--- src/rtl/mbx_pkg.sv ---
package mbx_pkg;
    localparam int BYTE_W   = 8;
    localparam int ADDR_W   = 5;
    localparam int NUM_DATA = 16;
    localparam int STAT_W   = 2 * BYTE_W;

    typedef logic [ADDR_W-1:0] addr_t;
    typedef logic [BYTE_W-1:0] byte_t;

    localparam addr_t OFF_STAT_LO = 5'h10;
    localparam addr_t OFF_STAT_HI = 5'h11;
    localparam addr_t OFF_CCTL    = 5'h12;
    localparam addr_t OFF_HCTL    = 5'h13;
    localparam addr_t OFF_CEN_LO  = 5'h14;
    localparam addr_t OFF_CEN_HI  = 5'h15;
    localparam addr_t OFF_HEN_LO  = 5'h16;
    localparam addr_t OFF_HEN_HI  = 5'h17;

    localparam int CTL_FLAG_BIT = 7;
    localparam int CTL_MASK_BIT = 1;
    localparam int CTL_PING_BIT = 0;
endpackage

--- src/rtl/mbx_data.sv ---
module mbx_data #(
    parameter int NUM = 16,
    parameter int W   = 8,
    parameter int AW  = 5
) (
    input  logic           clk,
    input  logic           rst_n,
    input  logic           h_we,
    input  logic [AW-1:0]  h_addr,
    input  logic [W-1:0]   h_wdata,
    input  logic           c_we,
    input  logic [AW-1:0]  c_addr,
    input  logic [W-1:0]   c_wdata,
    output logic [NUM*W-1:0] slots,
    output logic [NUM-1:0] c_hit
);
    logic [NUM-1:0] h_hit;

    for (genvar g = 0; g < NUM; g++) begin : g_slot
        assign h_hit[g] = h_we && (h_addr == AW'(g));
        assign c_hit[g] = c_we && (c_addr == AW'(g));

        always_ff @(posedge clk or negedge rst_n) begin
            if (!rst_n) begin
                slots[g*W +: W] <= '0;
            end else if (c_hit[g]) begin
                slots[g*W +: W] <= c_wdata;
            end else if (h_hit[g]) begin
                slots[g*W +: W] <= h_wdata;
            end
        end

        // controller byte wins a same-slot collision
        p_ctrl_priority_r5: assert property (@(posedge clk) disable iff (!rst_n)
            (c_hit[g] && h_hit[g]) |=> (slots[g*W +: W] == $past(c_wdata)));
    end
endmodule

--- src/rtl/mbx_status.sv ---
module mbx_status #(
    parameter int SW = 16
) (
    input  logic          clk,
    input  logic          rst_n,
    input  logic [SW-1:0] set_vec,
    input  logic [SW-1:0] clr_vec,
    output logic [SW-1:0] st
);
    always_ff @(posedge clk or negedge rst_n) begin
        if (!rst_n) begin
            st <= '0;
        end else begin
            st <= (st & ~clr_vec) | set_vec;
        end
    end

    // a set event always lands, even against a clear
    p_set_wins_r4: assert property (@(posedge clk) disable iff (!rst_n)
        (|set_vec) |=> ((st & $past(set_vec)) == $past(set_vec)));

    // bits cleared without a set go low
    p_w1c_r3: assert property (@(posedge clk) disable iff (!rst_n)
        (|clr_vec) |=> ((st & $past(clr_vec & ~set_vec)) == '0));

    // bits not cleared are sticky
    p_sticky_r2: assert property (@(posedge clk) disable iff (!rst_n)
        1'b1 |=> ((st & $past(st & ~clr_vec)) == $past(st & ~clr_vec)));
endmodule

--- src/rtl/mbx_side.sv ---
module mbx_side
    import mbx_pkg::*;
#(
    parameter int    W       = 8,
    parameter int    AW      = 5,
    parameter addr_t CTL_OFF = 5'h13,
    parameter addr_t EN_LO   = 5'h16,
    parameter addr_t EN_HI   = 5'h17
) (
    input  logic           clk,
    input  logic           rst_n,
    input  logic           we,
    input  logic [AW-1:0]  addr,
    input  logic [W-1:0]   wdata,
    input  logic           peer_ping,
    input  logic [2*W-1:0] status,
    output logic           ping_out,
    output logic [W-1:0]   ctl_rd,
    output logic [2*W-1:0] en,
    output logic           irq
);
    logic flag_q;
    logic mask_q;
    logic wr_ctl;
    logic unused_wbits;

    assign wr_ctl       = we && (addr == CTL_OFF);
    assign ping_out     = wr_ctl && wdata[CTL_MASK_BIT] && wdata[CTL_PING_BIT];
    assign unused_wbits = ^wdata[W-2:2];

    always_ff @(posedge clk or negedge rst_n) begin
        if (!rst_n) begin
            flag_q <= 1'b0;
        end else if (peer_ping) begin
            flag_q <= 1'b1;
        end else if (wr_ctl && wdata[CTL_FLAG_BIT]) begin
            flag_q <= 1'b0;
        end
    end

    always_ff @(posedge clk or negedge rst_n) begin
        if (!rst_n) begin
            mask_q <= 1'b0;
        end else if (wr_ctl) begin
            mask_q <= wdata[CTL_MASK_BIT];
        end
    end

    always_ff @(posedge clk or negedge rst_n) begin
        if (!rst_n) begin
            en <= '0;
        end else if (we) begin
            if (addr == EN_LO) en[W-1:0]   <= wdata;
            if (addr == EN_HI) en[2*W-1:W] <= wdata;
        end
    end

    assign ctl_rd = {flag_q, {(W-3){1'b0}}, mask_q, 1'b0};
    assign irq    = (|(status & en)) | (flag_q & ~mask_q);

    // a ping from the peer always latches the flag
    p_ping_latch_r6: assert property (@(posedge clk) disable iff (!rst_n)
        peer_ping |=> ctl_rd[CTL_FLAG_BIT]);

    // an unmasked ping reaches the interrupt line
    p_ping_irq_r7: assert property (@(posedge clk) disable iff (!rst_n)
        (peer_ping && !mask_q && !wr_ctl) |=> irq);

    // bit 0 never reads back as one
    p_ping_reads_zero_r6: assert property (@(posedge clk) disable iff (!rst_n)
        ctl_rd[CTL_PING_BIT] == 1'b0);
endmodule

--- src/rtl/mbx_rdport.sv ---
module mbx_rdport
    import mbx_pkg::*;
#(
    parameter int NUM = 16,
    parameter int W   = 8,
    parameter int AW  = 5
) (
    input  logic             clk,
    input  logic             rst_n,
    input  logic [AW-1:0]    addr,
    input  logic [NUM*W-1:0] slots,
    input  logic [2*W-1:0]   status,
    input  logic [W-1:0]     cctl,
    input  logic [W-1:0]     hctl,
    input  logic [2*W-1:0]   cen,
    input  logic [2*W-1:0]   hen,
    output logic [W-1:0]     rdata
);
    logic [W-1:0] sel;

    always_comb begin
        sel = '0;
        if (int'(addr) < NUM) begin
            sel = slots[int'(addr)*W +: W];
        end else begin
            case (addr)
                OFF_STAT_LO: sel = status[W-1:0];
                OFF_STAT_HI: sel = status[2*W-1:W];
                OFF_CCTL:    sel = cctl;
                OFF_HCTL:    sel = hctl;
                OFF_CEN_LO:  sel = cen[W-1:0];
                OFF_CEN_HI:  sel = cen[2*W-1:W];
                OFF_HEN_LO:  sel = hen[W-1:0];
                OFF_HEN_HI:  sel = hen[2*W-1:W];
                default:     sel = '0;
            endcase
        end
    end

    always_ff @(posedge clk or negedge rst_n) begin
        if (!rst_n) begin
            rdata <= '0;
        end else begin
            rdata <= sel;
        end
    end

    // unmapped offsets read as zero
    p_unmapped_zero_r9: assert property (@(posedge clk) disable iff (!rst_n)
        (int'(addr) > int'(OFF_HEN_HI)) |=> (rdata == '0));

    // read data is zero while in reset
    p_reset_rdata_r10: assert property (@(posedge clk)
        !rst_n |=> (rdata == '0));
endmodule

--- src/rtl/mbx_regfile.sv ---
module mbx_regfile
    import mbx_pkg::*;
(
    input  logic       clk,
    input  logic       rst_n,
    input  logic [4:0] h_addr,
    input  logic       h_we,
    input  logic [7:0] h_wdata,
    output logic [7:0] h_rdata,
    input  logic [4:0] c_addr,
    input  logic       c_we,
    input  logic [7:0] c_wdata,
    output logic [7:0] c_rdata,
    output logic       h_irq,
    output logic       c_irq
);
    logic [NUM_DATA*BYTE_W-1:0] slots;
    logic [NUM_DATA-1:0]        c_hit;
    logic [STAT_W-1:0]          status;
    logic [STAT_W-1:0]          set_vec;
    logic [STAT_W-1:0]          clr_vec;
    logic [STAT_W-1:0]          h_clr;
    logic [STAT_W-1:0]          c_clr;
    logic [STAT_W-1:0]          cen;
    logic [STAT_W-1:0]          hen;
    byte_t                      cctl;
    byte_t                      hctl;
    logic                       h_ping;
    logic                       c_ping;
    logic                       h_we_own;
    logic                       c_we_own;

    // each side's private registers accept only their owner's strobe
    assign h_we_own = h_we;
    assign c_we_own = c_we;

    mbx_data #(.NUM(NUM_DATA), .W(BYTE_W), .AW(ADDR_W)) u_data (
        .clk     (clk),
        .rst_n   (rst_n),
        .h_we    (h_we),
        .h_addr  (h_addr),
        .h_wdata (h_wdata),
        .c_we    (c_we),
        .c_addr  (c_addr),
        .c_wdata (c_wdata),
        .slots   (slots),
        .c_hit   (c_hit)
    );

    always_comb begin
        h_clr = '0;
        c_clr = '0;
        if (h_we && h_addr == OFF_STAT_LO) h_clr[BYTE_W-1:0]      = h_wdata;
        if (h_we && h_addr == OFF_STAT_HI) h_clr[STAT_W-1:BYTE_W] = h_wdata;
        if (c_we && c_addr == OFF_STAT_LO) c_clr[BYTE_W-1:0]      = c_wdata;
        if (c_we && c_addr == OFF_STAT_HI) c_clr[STAT_W-1:BYTE_W] = c_wdata;
    end

    assign clr_vec = h_clr | c_clr;
    assign set_vec = STAT_W'(c_hit);

    mbx_status #(.SW(STAT_W)) u_status (
        .clk     (clk),
        .rst_n   (rst_n),
        .set_vec (set_vec),
        .clr_vec (clr_vec),
        .st      (status)
    );

    mbx_side #(.W(BYTE_W), .AW(ADDR_W), .CTL_OFF(OFF_HCTL),
               .EN_LO(OFF_HEN_LO), .EN_HI(OFF_HEN_HI)) u_host (
        .clk       (clk),
        .rst_n     (rst_n),
        .we        (h_we_own),
        .addr      (h_addr),
        .wdata     (h_wdata),
        .peer_ping (c_ping),
        .status    (status),
        .ping_out  (h_ping),
        .ctl_rd    (hctl),
        .en        (hen),
        .irq       (h_irq)
    );

    mbx_side #(.W(BYTE_W), .AW(ADDR_W), .CTL_OFF(OFF_CCTL),
               .EN_LO(OFF_CEN_LO), .EN_HI(OFF_CEN_HI)) u_ctrl (
        .clk       (clk),
        .rst_n     (rst_n),
        .we        (c_we_own),
        .addr      (c_addr),
        .wdata     (c_wdata),
        .peer_ping (h_ping),
        .status    (status),
        .ping_out  (c_ping),
        .ctl_rd    (cctl),
        .en        (cen),
        .irq       (c_irq)
    );

    mbx_rdport #(.NUM(NUM_DATA), .W(BYTE_W), .AW(ADDR_W)) u_hrd (
        .clk    (clk),
        .rst_n  (rst_n),
        .addr   (h_addr),
        .slots  (slots),
        .status (status),
        .cctl   (cctl),
        .hctl   (hctl),
        .cen    (cen),
        .hen    (hen),
        .rdata  (h_rdata)
    );

    mbx_rdport #(.NUM(NUM_DATA), .W(BYTE_W), .AW(ADDR_W)) u_crd (
        .clk    (clk),
        .rst_n  (rst_n),
        .addr   (c_addr),
        .slots  (slots),
        .status (status),
        .cctl   (cctl),
        .hctl   (hctl),
        .cen    (cen),
        .hen    (hen),
        .rdata  (c_rdata)
    );

    // host writes to controller-owned offsets leave them alone
    p_foreign_en_r8: assert property (@(posedge clk) disable iff (!rst_n)
        (h_we && (h_addr == OFF_CEN_LO || h_addr == OFF_CEN_HI) && !c_we) |=> $stable(cen));

    p_foreign_ctl_r8: assert property (@(posedge clk) disable iff (!rst_n)
        (h_we && h_addr == OFF_CCTL && !c_we) |=> $stable(cctl));

    // interrupts stay low in reset
    p_reset_irq_r10: assert property (@(posedge clk)
        !rst_n |=> (!h_irq && !c_irq));
endmodule

--- config.mk ---
export PLATFORM = sky130hd
export DESIGN_NAME = mbx_regfile
export DESIGN_NICKNAME = d
export VERILOG_FILES = /design/src/rtl/mbx_pkg.sv /design/src/rtl/mbx_data.sv /design/src/rtl/mbx_status.sv /design/src/rtl/mbx_side.sv /design/src/rtl/mbx_rdport.sv /design/src/rtl/mbx_regfile.sv
export SDC_FILE = /design/constraint.sdc
export NUM_CORES = 1
export LEC_CHECK = 0
export BUFFER_PORTS_ARGS = -buffer_cell sky130_fd_sc_hd__buf_2
export CORE_UTILIZATION = 48
export CTS_CLUSTER_DIAMETER = 120
export CTS_CLUSTER_SIZE = 16
export DETAILED_ROUTE_END_ITERATION = 10
export MAX_ROUTING_LAYER = met4
export PLACE_DENSITY_LB_ADDON = 0.2
export SLEW_MARGIN = 20
export SYNTH_ARGS = -nofsm -noshare
export SYNTH_HDL_FRONTEND = slang
export SYNTH_SLANG_ARGS = --single-unit
--- constraint.sdc ---
create_clock -name clk -period 2.3 [get_ports clk]
set_clock_uncertainty 0.05 [all_clocks]
set_input_delay 0.115 -clock clk [delete_from_list [all_inputs] [get_ports clk]]
set_output_delay 0.115 -clock clk [all_outputs]
set_load 0.03 [all_outputs]
==> summary.md, run 1 <==
| Metric | Value |
|---|---|
| Routed Antenna Nets | 0 |
| Total power | 11.0 mW |
| Clock sink total | 196 |
| Post-route DRC | 0 |
| Final hold viol count | 0 |
| Relative slew slack | 0.300 |
| Vias/cell | 6.59 |
| Critical Path AT | 1.97 ns |
| Synth Register Bits | 196 |
| Setup violators final | 0 |
| RSZ-0062 raised after global routing | false |
| Largest net degree at the start of global routing | 61 |
| Sw Ratio | 0.361 |
| LEAKAGE | 6.07 nW |
| Crit path max fanout | 5 |
| GR Util All Layers | 0.368 |
| Ys flop type | dfrtp_1 |
| Setup ws final | 0.166 ns |
| CTS buffer count | 17 |
| First-pass GRT wire length | 66200 um |
| Synthesized area per cell | 10.2 sq um |
| Setup Buffers After CTS | 0 |
| Placed inst area | 12700 sq um |
| Power density cells | 825 nW/um^2 |
| Internal | 7.01 mW |
| Antenna violations before repair | 1 |
| Layout cell share with drive strength beyond 1 | 0.199 |
| Cells on Worst Hold Path | 3 |
| Post-route clock period utilization | 0.928 |
| Worst-path clk slew | 0.08 ns |
| Syn Nets | 1207 |
| Post-synthesis instance total | 1177 |
| Critical Path RT | 2.13 ns |
| Yosys warning count | 0 |
| Async S/R FF share, synth | 1.00 |
| Most common cell after layout, fill and taps aside | dfrtp_1 |
| Die W | 160 um |
| TNS Setup | 0 ns |
| Layout Cells excl Fill | 1543 |
| Floorplan row count | 57 |
| Setup CP Type | flop to primary output |
| Max clock buf depth | 2 |
| VDD IR max | 413 uV |
| Max Slew Vio Count | 0 |
| Post-route cell area | 13300 sq um |
| Grt ovf | 0 |
| Detailed placement HPWL | 30700 um |
| Post-synthesis cell type count | 61 |
| Switch Pwr | 3.96 mW |
| Most frequent cells in the layout | 196 x dfrtp_1, 194 x mux2i_1, 94 x nor2_1, 88 x nand2_1, 82 x a21oi_1 |
| Final Util | 0.545 |
| RePlAce Congestion | 1.03 |
| Dpl cells | 1509 |
| Filler cells | 2225 |
| FMAX | 469 MHz |
| Initial Util | 0.491 |
| Clock period minus worst slack | 2.13 ns |
| Height of the die | 160 um |
| Hold_ws | 0.146 ns |
| Status | finished, final reports clean |
| Avg WL per Cell | 28.8 um |
| Routed WL | 44500 um |
| Area growth, synth to finish | 11.1% |
| Post-synthesis sequential area ratio | 0.410 |
| Gate power share | 0.246 |
| Crit. End Element | primary output |
| Hold Crit Class | primary input to flop |
| Kind of start point of the critical path | flop |
| Clock network fraction of design power | 0.272 |
| DR iter-0 viols | 1488 |
| CORE AREA | 24400 sq um |
| R2R depth | 4 |
| Fin nets | 1235 |
| PortBufs | 47 |
| Slew @ Worst Pin | 1.05 ns |
| CTS tree | built |
| CTS root buffer | clkbuf_16 |
| Vias in the first global route | 9584 |
| Dpl ws | 0.261 ns |
| H-tree depth | 4 |
| Die area | 25600 sq um |
| Mapped Area | 12000 sq um |
| Post-synth EDFFs | 0 |
| Boundary Pins | 48 |
| Worst-skew pair later-pin latency | 0.45 ns |
| Vias after detailed routing | 10167 |
| DRT Pass-1 Iters | 6 |
| Max Cap Violations | 0 |
| Sequential Power Share | 0.482 |
what timing repair did:
item / in CTS / in global routing
hold buffers: 1 / 0
gates resized for setup: 0 / 0
endpoints found under the hold margin: 57 / 0
cells in the mapped netlist, drive strengths merged (12+ instances only):
master    n  area (sq um)
a21oi    82           410
buf      65           365
a22o     14           123
nand2    90           343
nand3    25           130
nor3     12          81.3
mux2i   194          1940
dfrtp   196          4900
a22oi    64           480
o21ai    59           295
nand4    22           138
and3     18           113
nor2     98           383
clkbuf   47           178
nor2b    17           106
mux2     32           360
mux4     32           721
inv      20          75.1
final cells by class:
class | instances | area [sq um] | share of cell area
inverters | 20 | 75.1 | 0.00565
multi-input cells | 849 | 6440 | 0.485
clock inverters | 14 | 143 | 0.0107
repair buffers | 121 | 892 | 0.0671
diodes | 1 | 2.50 | 0.000188
clock buffers | 18 | 429 | 0.0323
flip-flops and latches | 196 | 4900 | 0.369
well taps | 324 | 405 | 0.0305
critical path, cell delays in order, from the launching register on:
cell and delay [ns]:
dfrtp_1 0.48, a22o_1 0.27, a221oi_1 0.25, and3_1 0.21, nand3_1 0.10, buf_2 0.21
power by group through the flow:
stage                     Clock [mW]  Combinational (mW)  Sequential [mW]
after global routing            3.14                2.91             5.36
after global placement             0                2.61             5.27
after floorplan                    0                1.82             4.95
final                           2.98                2.70             5.29
after detailed placement           0                2.66             5.28
after CTS                       3.02                2.67             5.23
flip-flops by register name, summed over array words and instances (netlist names):
register,cells
u_data.slots,128
u_ctrl.en,16
u_host.en,16
u_status.st,16
u_crd.rdata,8
u_hrd.rdata,8
u_ctrl.flag_q,1
u_ctrl.mask_q,1
u_host.flag_q,1
u_host.mask_q,1
per-layer routing:
metal / track usage / vias to the layer above / share of wire
li1: - / 4399 / -
met2: 0.512 / 592 / 0.43
met4: 0.129 / 0 / 0.035
met1: 0.536 / 5081 / 0.44
met3: 0.0631 / 95 / 0.095
met5: - / - / 0
path summary, 6_finish.rpt:
| path | slack [ns] | start | endpoint |
|---|---|---|---|
| worst max-delay path | 0.17 | u_status.st[13] | h_irq |
| worst min-delay path | 0.15 | c_wdata[7] | u_data.slots[111] |
| worst max register to register | 0.48 | u_data.slots[60] | u_crd.rdata[4] |
| worst min register to register | 0.52 | u_ctrl.flag_q | u_ctrl.flag_q |
| max in group asynchronous | 1.33 | rst_n | u_data.slots[84] |
| min in group asynchronous | 0.16 | rst_n | u_host.en[6] |
cells by family (layout without fill, tap and decap cells):
kind of cell / count (synthesis) / after routing / synth area share
multiplexers: 258 / 258 / 0.253
AND/OR/NAND/NOR: 332 / 332 / 0.146
AO/OA/AOI/OAI: 259 / 259 / 0.140
flip-flops: 196 / 196 / 0.410
other: 0 / 1 / 0
buffers and inverters: 132 / 173 / 0.0517
Power figures use the tool's default switching activity.
==> run 2, diff against run 1 <==
--- a/config.mk
+++ b/config.mk
@@ -6,7 +6,7 @@
 export NUM_CORES = 1
 export LEC_CHECK = 0
 export BUFFER_PORTS_ARGS = -buffer_cell sky130_fd_sc_hd__buf_2
-export CORE_UTILIZATION = 48
+export CORE_UTILIZATION = 55
 export CTS_CLUSTER_DIAMETER = 120
 export CTS_CLUSTER_SIZE = 16
 export DETAILED_ROUTE_END_ITERATION = 10
==> summary.md, run 2 (synthesis gave the netlist of run 1 again) <==
| Metric | Value |
|---|---|
| Avg WL per Cell | 28.2 um (was 28.8 um) |
| Total power | 11.1 mW (was 11.0 mW) |
| CTS root buffer | clkbuf_16 (unchanged) |
| Antenna violations before repair | 2 (was 1) |
| Critical Path AT | 1.98 ns (was 1.97 ns) |
| Power density cells | 841 nW/um^2 (was 825 nW/um^2) |
| Area growth, synth to finish | 10.2% (was 11.1%) |
| R2R depth | 3 (was 4) |
| H-tree depth | 4 (unchanged) |
| Critical Path Max Stage Delay | 0.45 ns (was 0.48 ns) |
| Boundary Pins | 48 (unchanged) |
| Setup CP Type | flop to primary output (unchanged) |
| Post-cts hold buffer count | 1 (unchanged) |
| Most flops, register | u_data.slots (unchanged) |
| Slowest-stage cell, CP | dfrtp_1 (unchanged) |
| Status | finished, final reports clean (unchanged) |
| Internal | 7.21 mW (was 7.01 mW) |
| VDD IR max | 450 uV (was 413 uV) |
| Worst r2r dst | u_hrd.rdata[0] (was u_crd.rdata[4]) |
| CP delay by family, top | compound AO/OA/AOI/OAI gates (unchanged) |
| CTS tree | built (unchanged) |
| Vias in the first global route | 9675 (was 9584) |
| Routed WL | 41900 um (was 44500 um) |
| TNS Setup | 0 ns (unchanged) |
| Filler cells | 1735 (was 2225) |
| CP bufs+invs | 1 (unchanged) |
| Grt ovf | 0 (unchanged) |
| Most frequent cells in the layout | 196 x dfrtp_1, 194 x mux2i_1, 94 x nor2_1, 88 x nand2_1, 82 x a21oi_1 (unchanged) |
| FMAX | 467 MHz (was 469 MHz) |
| Largest net degree at the start of global routing | 75 (was 61) |
| Launching point of the worst reg2reg path | u_data.slots[96] (was u_data.slots[60]) |
| Cells on Worst Hold Path | 3 (unchanged) |
| Kind of start point of the critical path | flop (unchanged) |
| Hold Crit Class | primary input to flop (unchanged) |
| Post-route clock period utilization | 0.932 (was 0.928) |
| DR iter-0 viols | 1081 (was 1488) |
| CP Cell Sequence | a22oi_1 > nand3_1 > a221oi_1 > nand3_1 > buf_2 (was a22o_1 > a221oi_1 > and3_1 > nand3_1 > buf_2) |
| GR Util All Layers | 0.405 (was 0.368) |
| Detailed placement HPWL | 29000 um (was 30700 um) |
| Most common cell after layout, fill and taps aside | dfrtp_1 (unchanged) |
| Reg-to-reg slack, setup | 0.53 ns (was 0.48 ns) |
| DRT Pass-1 Iters | 6 (unchanged) |
| Die W | 150 um (was 160 um) |
| RSZ-0062 raised after global routing | false (unchanged) |
| Clock sink total | 196 (unchanged) |
| Critical Path RT | 2.13 ns (about the same) |
| Switch Pwr | 3.87 mW (was 3.96 mW) |
| CTS buffer count | 17 (unchanged) |
| Crit path max fanout | 5 (unchanged) |
| Max Slew Vio Count | 0 (unchanged) |
| Relative slew slack | 0.327 (was 0.300) |
| Height of the die | 150 um (was 160 um) |
| Post-cts repair resize count | 0 (unchanged) |
| Max Cap Violations | 0 (unchanged) |
| Fin nets | 1228 (was 1235) |
| Die area | 22400 sq um (was 25600 sq um) |
| Worst-skew pair later-pin latency | 0.46 ns (was 0.45 ns) |
| Slew @ Worst Pin | 1.01 ns (was 1.05 ns) |
| Crit path top cell by count | nand3_1 |
| Final hold viol count | 0 (unchanged) |
| PortBufs | 47 (unchanged) |
| Setup ws final | 0.157 ns (was 0.166 ns) |
| Initial Util | 0.566 (was 0.491) |
| Worst-path clk slew | 0.08 ns (about the same) |
| Sw Ratio | 0.350 (was 0.361) |
| CORE AREA | 21200 sq um (was 24400 sq um) |
| Max clock buf depth | 2 (unchanged) |
| HP Start | c_wdata[1] (was c_wdata[7]) |
| Layout cell share with drive strength beyond 1 | 0.195 (was 0.199) |
| Sequential Power Share | 0.474 (was 0.482) |
| Hold_ws | 0.112 ns (was 0.146 ns) |
| LEAKAGE | 6.04 nW (was 6.07 nW) |
| Max reg flops | 128 (unchanged) |
| Clock period minus worst slack | 2.14 ns (was 2.13 ns) |
| Gate power share | 0.239 (was 0.246) |
| First-pass GRT wire length | 62800 um (was 66200 um) |
| Clock network fraction of design power | 0.287 (was 0.272) |
| Routed Antenna Nets | 0 (unchanged) |
| Setup Buffers After CTS | 0 (unchanged) |
| Post-route DRC | 0 (unchanged) |
| Vias after detailed routing | 9988 (was 10167) |
| Vias/cell | 6.72 (was 6.59) |
| RePlAce Congestion | 1.03 (about the same) |
| Hold Path End | u_data.slots[57] (was u_data.slots[111]) |
| Setup violators final | 0 (unchanged) |
| Dpl ws | 0.214 ns (was 0.261 ns) |
| Crit. End Element | primary output (unchanged) |
| Floorplan row count | 53 (was 57) |
run 2: cell count changes in the layout (fill, tap and decap cells not counted):
cell       change
nor3b_1        -1
clkbuf_1       -1
nor3b_2        +1
bufinv_16      +2
inv_8          +2
inv_6          -1
buf_4          -3
buf_12         -4
diode_2        +1
clkinv_2       -2
clkinv_8       -1
run 2: worst max-delay path by stage:
stage                         from                end  slack, ns  cells past startpoint
floorplan                h_addr[0]     u_hrd.rdata[5]       0.77                      6
global placement         h_addr[0]     u_hrd.rdata[4]       0.20                      5
detailed placement       h_addr[0]  u_data.slots[115]       0.21                      5
CTS                 u_status.st[8]              h_irq       0.20                      5
global route        u_status.st[8]              h_irq       0.08                      5
finish              u_status.st[8]              h_irq       0.16                      5
run 2: cell type report:
class / count / area [sq um] / share of cell area
clock inverters: 14 / 190 / 0.0144
flip-flops and latches: 196 / 4900 / 0.372
diodes: 2 / 5.00 / 0.000380
inverters: 20 / 75.1 / 0.00569
repair buffers: 114 / 790 / 0.0599
clock buffers: 17 / 425 / 0.0323
multi-input cells: 849 / 6450 / 0.489
well taps: 275 / 344 / 0.0261
run 2: power by group through the flow:
stage	clock network [mW]	logic (mW)	registers, mW
after floorplan	0	1.82	4.95
after global placement	0	2.55	5.23
after detailed placement	0	2.62	5.25
after CTS	3.19	2.63	5.19
after global routing	3.32	2.87	5.32
final	3.18	2.65	5.25
run 2: worst register-to-register path, delay by kind of cell, from the launching register on:
family | cells | cell delay (ns)
simple gates | 1 | 0.19
compound gates | 1 | 0.44
flops | 1 | 0.41
mux | 1 | 0.50
run 2: metrics by stage:
stage / cells / cell area (sq um) / utilization
finish: 1487 / 13200 / 0.623
global route: 1487 / 13200 / 0.623
detailed placement: 1453 / 12600 / 0.593
global placement: 1453 / 12600 / 0.593
floorplan: 1177 / 12000 / -
CTS: 1485 / 13200 / 0.623
run 2: routing by layer:
layer  GRT usage  share of wire
met1       0.544           0.41
met2       0.605           0.45
met3      0.0866          0.097
met4       0.146          0.036
met5           -              0
==> run 3, diff against run 2 <==
--- a/config.mk
+++ b/config.mk
@@ -15,4 +15,5 @@
 export SLEW_MARGIN = 20
 export SYNTH_ARGS = -nofsm -noshare
 export SYNTH_HDL_FRONTEND = slang
+export SYNTH_HIERARCHICAL = 1
 export SYNTH_SLANG_ARGS = --single-unit
==> summary.md, run 3 <==
| Metric | Value |
|---|---|
| Reg-to-reg slack, setup | 0.48 ns (was 0.53 ns) |
| Antenna violations before repair | 1 (was 2) |
| Post-route clock period utilization | 0.952 (was 0.932) |
| Die area | 24700 sq um (was 22400 sq um) |
| RePlAce Congestion | 1.04 (was 1.03) |
| H-tree depth | 4 (unchanged) |
| RSZ-0062 raised after global routing | false (unchanged) |
| Post-synthesis sequential area ratio | 0.371 (was 0.410) |
| First-pass GRT wire length | 81300 um (was 62800 um) |
| Top cell type's share of synthesized area | 0.371 (was 0.410) |
| Clock sink total | 196 (unchanged) |
| Ys flop type | dfrtp_1 (unchanged) |
| Total power | 11.6 mW (was 11.1 mW) |
| R2R depth | 4 (was 3) |
| Area growth, synth to finish | 9.04% (was 10.2%) |
| Height of the die | 157 um (was 150 um) |
| GR Util All Layers | 0.471 (was 0.405) |
| Critical Path Max Stage Delay | 0.47 ns (was 0.45 ns) |
| Synthesized area per cell | 9.17 sq um (was 10.2 sq um) |
| DR iter-0 viols | 1908 (was 1081) |
| HP Start | h_wdata[4] (was c_wdata[1]) |
| Dpl ws | 0.227 ns (was 0.214 ns) |
| LEAKAGE | 5.87 nW (was 6.04 nW) |
| Initial Util | 0.562 (was 0.566) |
| Slowest-stage cell, CP | dfrtp_1 (unchanged) |
| Setup Buffers After CTS | 0 (unchanged) |
| Dpl cells | 1721 (was 1453) |
| Post-synthesis cell type count | 56 (was 61) |
| Synth Register Bits | 196 (unchanged) |
| Layout cell share with drive strength beyond 1 | 0.195 (about the same) |
| Boundary Pins | 48 (unchanged) |
| Clock period minus worst slack | 2.19 ns (was 2.14 ns) |
| Hold Path End | u_data/slots[36] (was u_data.slots[57]) |
| Routed Antenna Nets | 0 (unchanged) |
| Launching point of the worst reg2reg path | u_data/slots[52] (was u_data.slots[96]) |
| Fin nets | 1453 (was 1228) |
| Critical Path RT | 2.13 ns (about the same) |
| Critical Path AT | 2.02 ns (was 1.98 ns) |
| Max Slew Vio Count | 0 (unchanged) |
| Largest net degree at the start of global routing | 64 (was 75) |
| TNS Setup | 0 ns (unchanged) |
| Relative slew slack | 0.501 (was 0.327) |
| CORE AREA | 23500 sq um (was 21200 sq um) |
| Setup CP Type | flop to primary output (unchanged) |
| Status | finished, final reports clean (unchanged) |
| Crit path max fanout | 5 (unchanged) |
| VDD IR max | 402 uV (was 450 uV) |
| Worst r2r dst | u_crd/rdata[4] (was u_hrd.rdata[0]) |
| FMAX | 457 MHz (was 467 MHz) |
| Final hold viol count | 0 (unchanged) |
| Die W | 157 um (was 150 um) |
| Most frequent cells in the layout | 196 x dfrtp_1, 134 x a31oi_1, 130 x nor3_1, 100 x o21ai_0, 96 x nand2_1 (was 196 x dfrtp_1, 194 x mux2i_1, 94 x nor2_1, 88 x nand2_1, 82 x a21oi_1) |
| Max clock buf depth | 2 (unchanged) |
| Vias in the first global route | 12487 (was 9675) |
| Cells on Worst Hold Path | 3 (unchanged) |
| Crit. End Element | primary output (unchanged) |
| Grt ovf | 0 (unchanged) |
| Routed WL | 54100 um (was 41900 um) |
| CTS buffer count | 17 (unchanged) |
| Avg WL per Cell | 30.8 um (was 28.2 um) |
| Synth cell count leaders | 196 x dfrtp_1, 134 x a31oi_1, 130 x nor3_1 (was 196 x dfrtp_1, 194 x mux2i_1, 94 x nor2_1) |
| Most common cell after layout, fill and taps aside | dfrtp_1 (unchanged) |
| Kind of start point of the critical path | flop (unchanged) |
| Vias after detailed routing | 13003 (was 9988) |
| Floorplan row count | 56 (was 53) |
| Layout Cells excl Fill | 1756 (was 1487) |
| Slew @ Worst Pin | 0.749 ns (was 1.01 ns) |
| PortBufs | 47 (unchanged) |
| Post-synthesis instance total | 1442 (was 1177) |
| Vias/cell | 7.40 (was 6.72) |
| Worst-skew pair later-pin latency | 0.45 ns (was 0.46 ns) |
| Detailed placement HPWL | 36400 um (was 29000 um) |
| DRT Pass-1 Iters | 6 (unchanged) |
| Power density cells | 804 nW/um^2 (was 841 nW/um^2) |
| CTS tree | built (unchanged) |
| Mapped Area | 13200 sq um (was 12000 sq um) |
| Area leader, netlist | dfrtp_1 (unchanged) |
| Async S/R FF share, synth | 1.00 (unchanged) |
| Most flops, register | u_data/slots (was u_data.slots) |
| Max Cap Violations | 0 (unchanged) |
| Max reg flops | 128 (unchanged) |
| CTS root buffer | clkbuf_16 (unchanged) |
| Worst-path clk slew | 0.09 ns (was 0.08 ns) |
| Yosys warning count | 6 (was 0) |
| Setup ws final | 0.111 ns (was 0.157 ns) |
| Most frequent cell after synthesis | dfrtp_1 (unchanged) |
| Post-route DRC | 0 (unchanged) |
| Setup violators final | 0 (unchanged) |
| Hold Crit Class | primary input to flop (unchanged) |
| CP Cell Sequence | a22o_1 > a221oi_1 > and3_1 > nand3_1 > buf_2 (was a22oi_1 > nand3_1 > a221oi_1 > nand3_1 > buf_2) |
| Post-synth EDFFs | 0 (unchanged) |
| Top cells by area, synth | dfrtp_1 37%, a31oi_1 6.3%, mux4_2 6.1% (was dfrtp_1 41%, mux2i_1 16%, mux4_2 6.0%) |
[run 3: layout make-up]
class / count / area [sq um]
Multi-Input combinational cell: 1041 / 7340
Clock buffer: 18 / 439
Timing Repair Buffer: 133 / 1050
Tap cell: 319 / 399
Antenna cell: 1 / 2.50
Clock inverter: 14 / 155
Sequential cell: 196 / 4900
Inverter: 34 / 128
Fill cell: 2060 / 9120
[run 3: what timing repair did]
action	CTS	global route
endpoints found under the hold margin	59	0
hold buffers	2	0
resized for setup	0	0
endpoints found under the setup margin	0	0
[run 3: critical path: cells and delay by family (launching register included)]
family	cells	cell delay, ns
simple gates	2	0.33
flops	1	0.47
buf+inv	1	0.20
compound gates	2	0.57
[run 3: power by group]
part | internal [mW] | switching (mW)
combinational | 1.47 | 1.84
sequential | 4.29 | 0.913
clock | 1.50 | 1.59
[run 3: worst max-delay path by stage]
stage | from | to | cells after the start
after floorplan | u_data/slots[28] | u_crd/rdata[4] | 4
after global placement | h_addr[1] | u_hrd/rdata[2] | 5
after detailed placement | c_addr[0] | u_crd/rdata[2] | 5
after CTS | u_status/st[2] | h_irq | 5
after global routing | u_status/st[2] | c_irq | 5
final | u_status/st[2] | h_irq | 5
[run 3: metal layers]
metal	wire (um)	track usage	vias up
li1	-	-	5347
met1	19800	0.601	6214
met2	22900	0.664	1178
met3	7910	0.147	264
met4	3480	0.256	0
met5	0	-	-
[run 3: per-stage QoR]
stage | instance area, sq um | hold WS [ns] | util
floorplan | 13300 | -0.231 | -
global placement | 13800 | 0.0780 | 0.586
detailed placement | 13800 | 0.0736 | 0.586
CTS | 14400 | 0.0773 | 0.612
global route | 14400 | 0.0860 | 0.612
finish | 14400 | 0.0944 | 0.612
[run 3: kinds of logic after synthesis]
group | Yosys count | synth area share
compound gates | 398 | 0.185
buf+inv | 215 | 0.0801
flops | 196 | 0.371
mux | 174 | 0.181
other cells | 2 | 0.000568
simple gates | 457 | 0.183
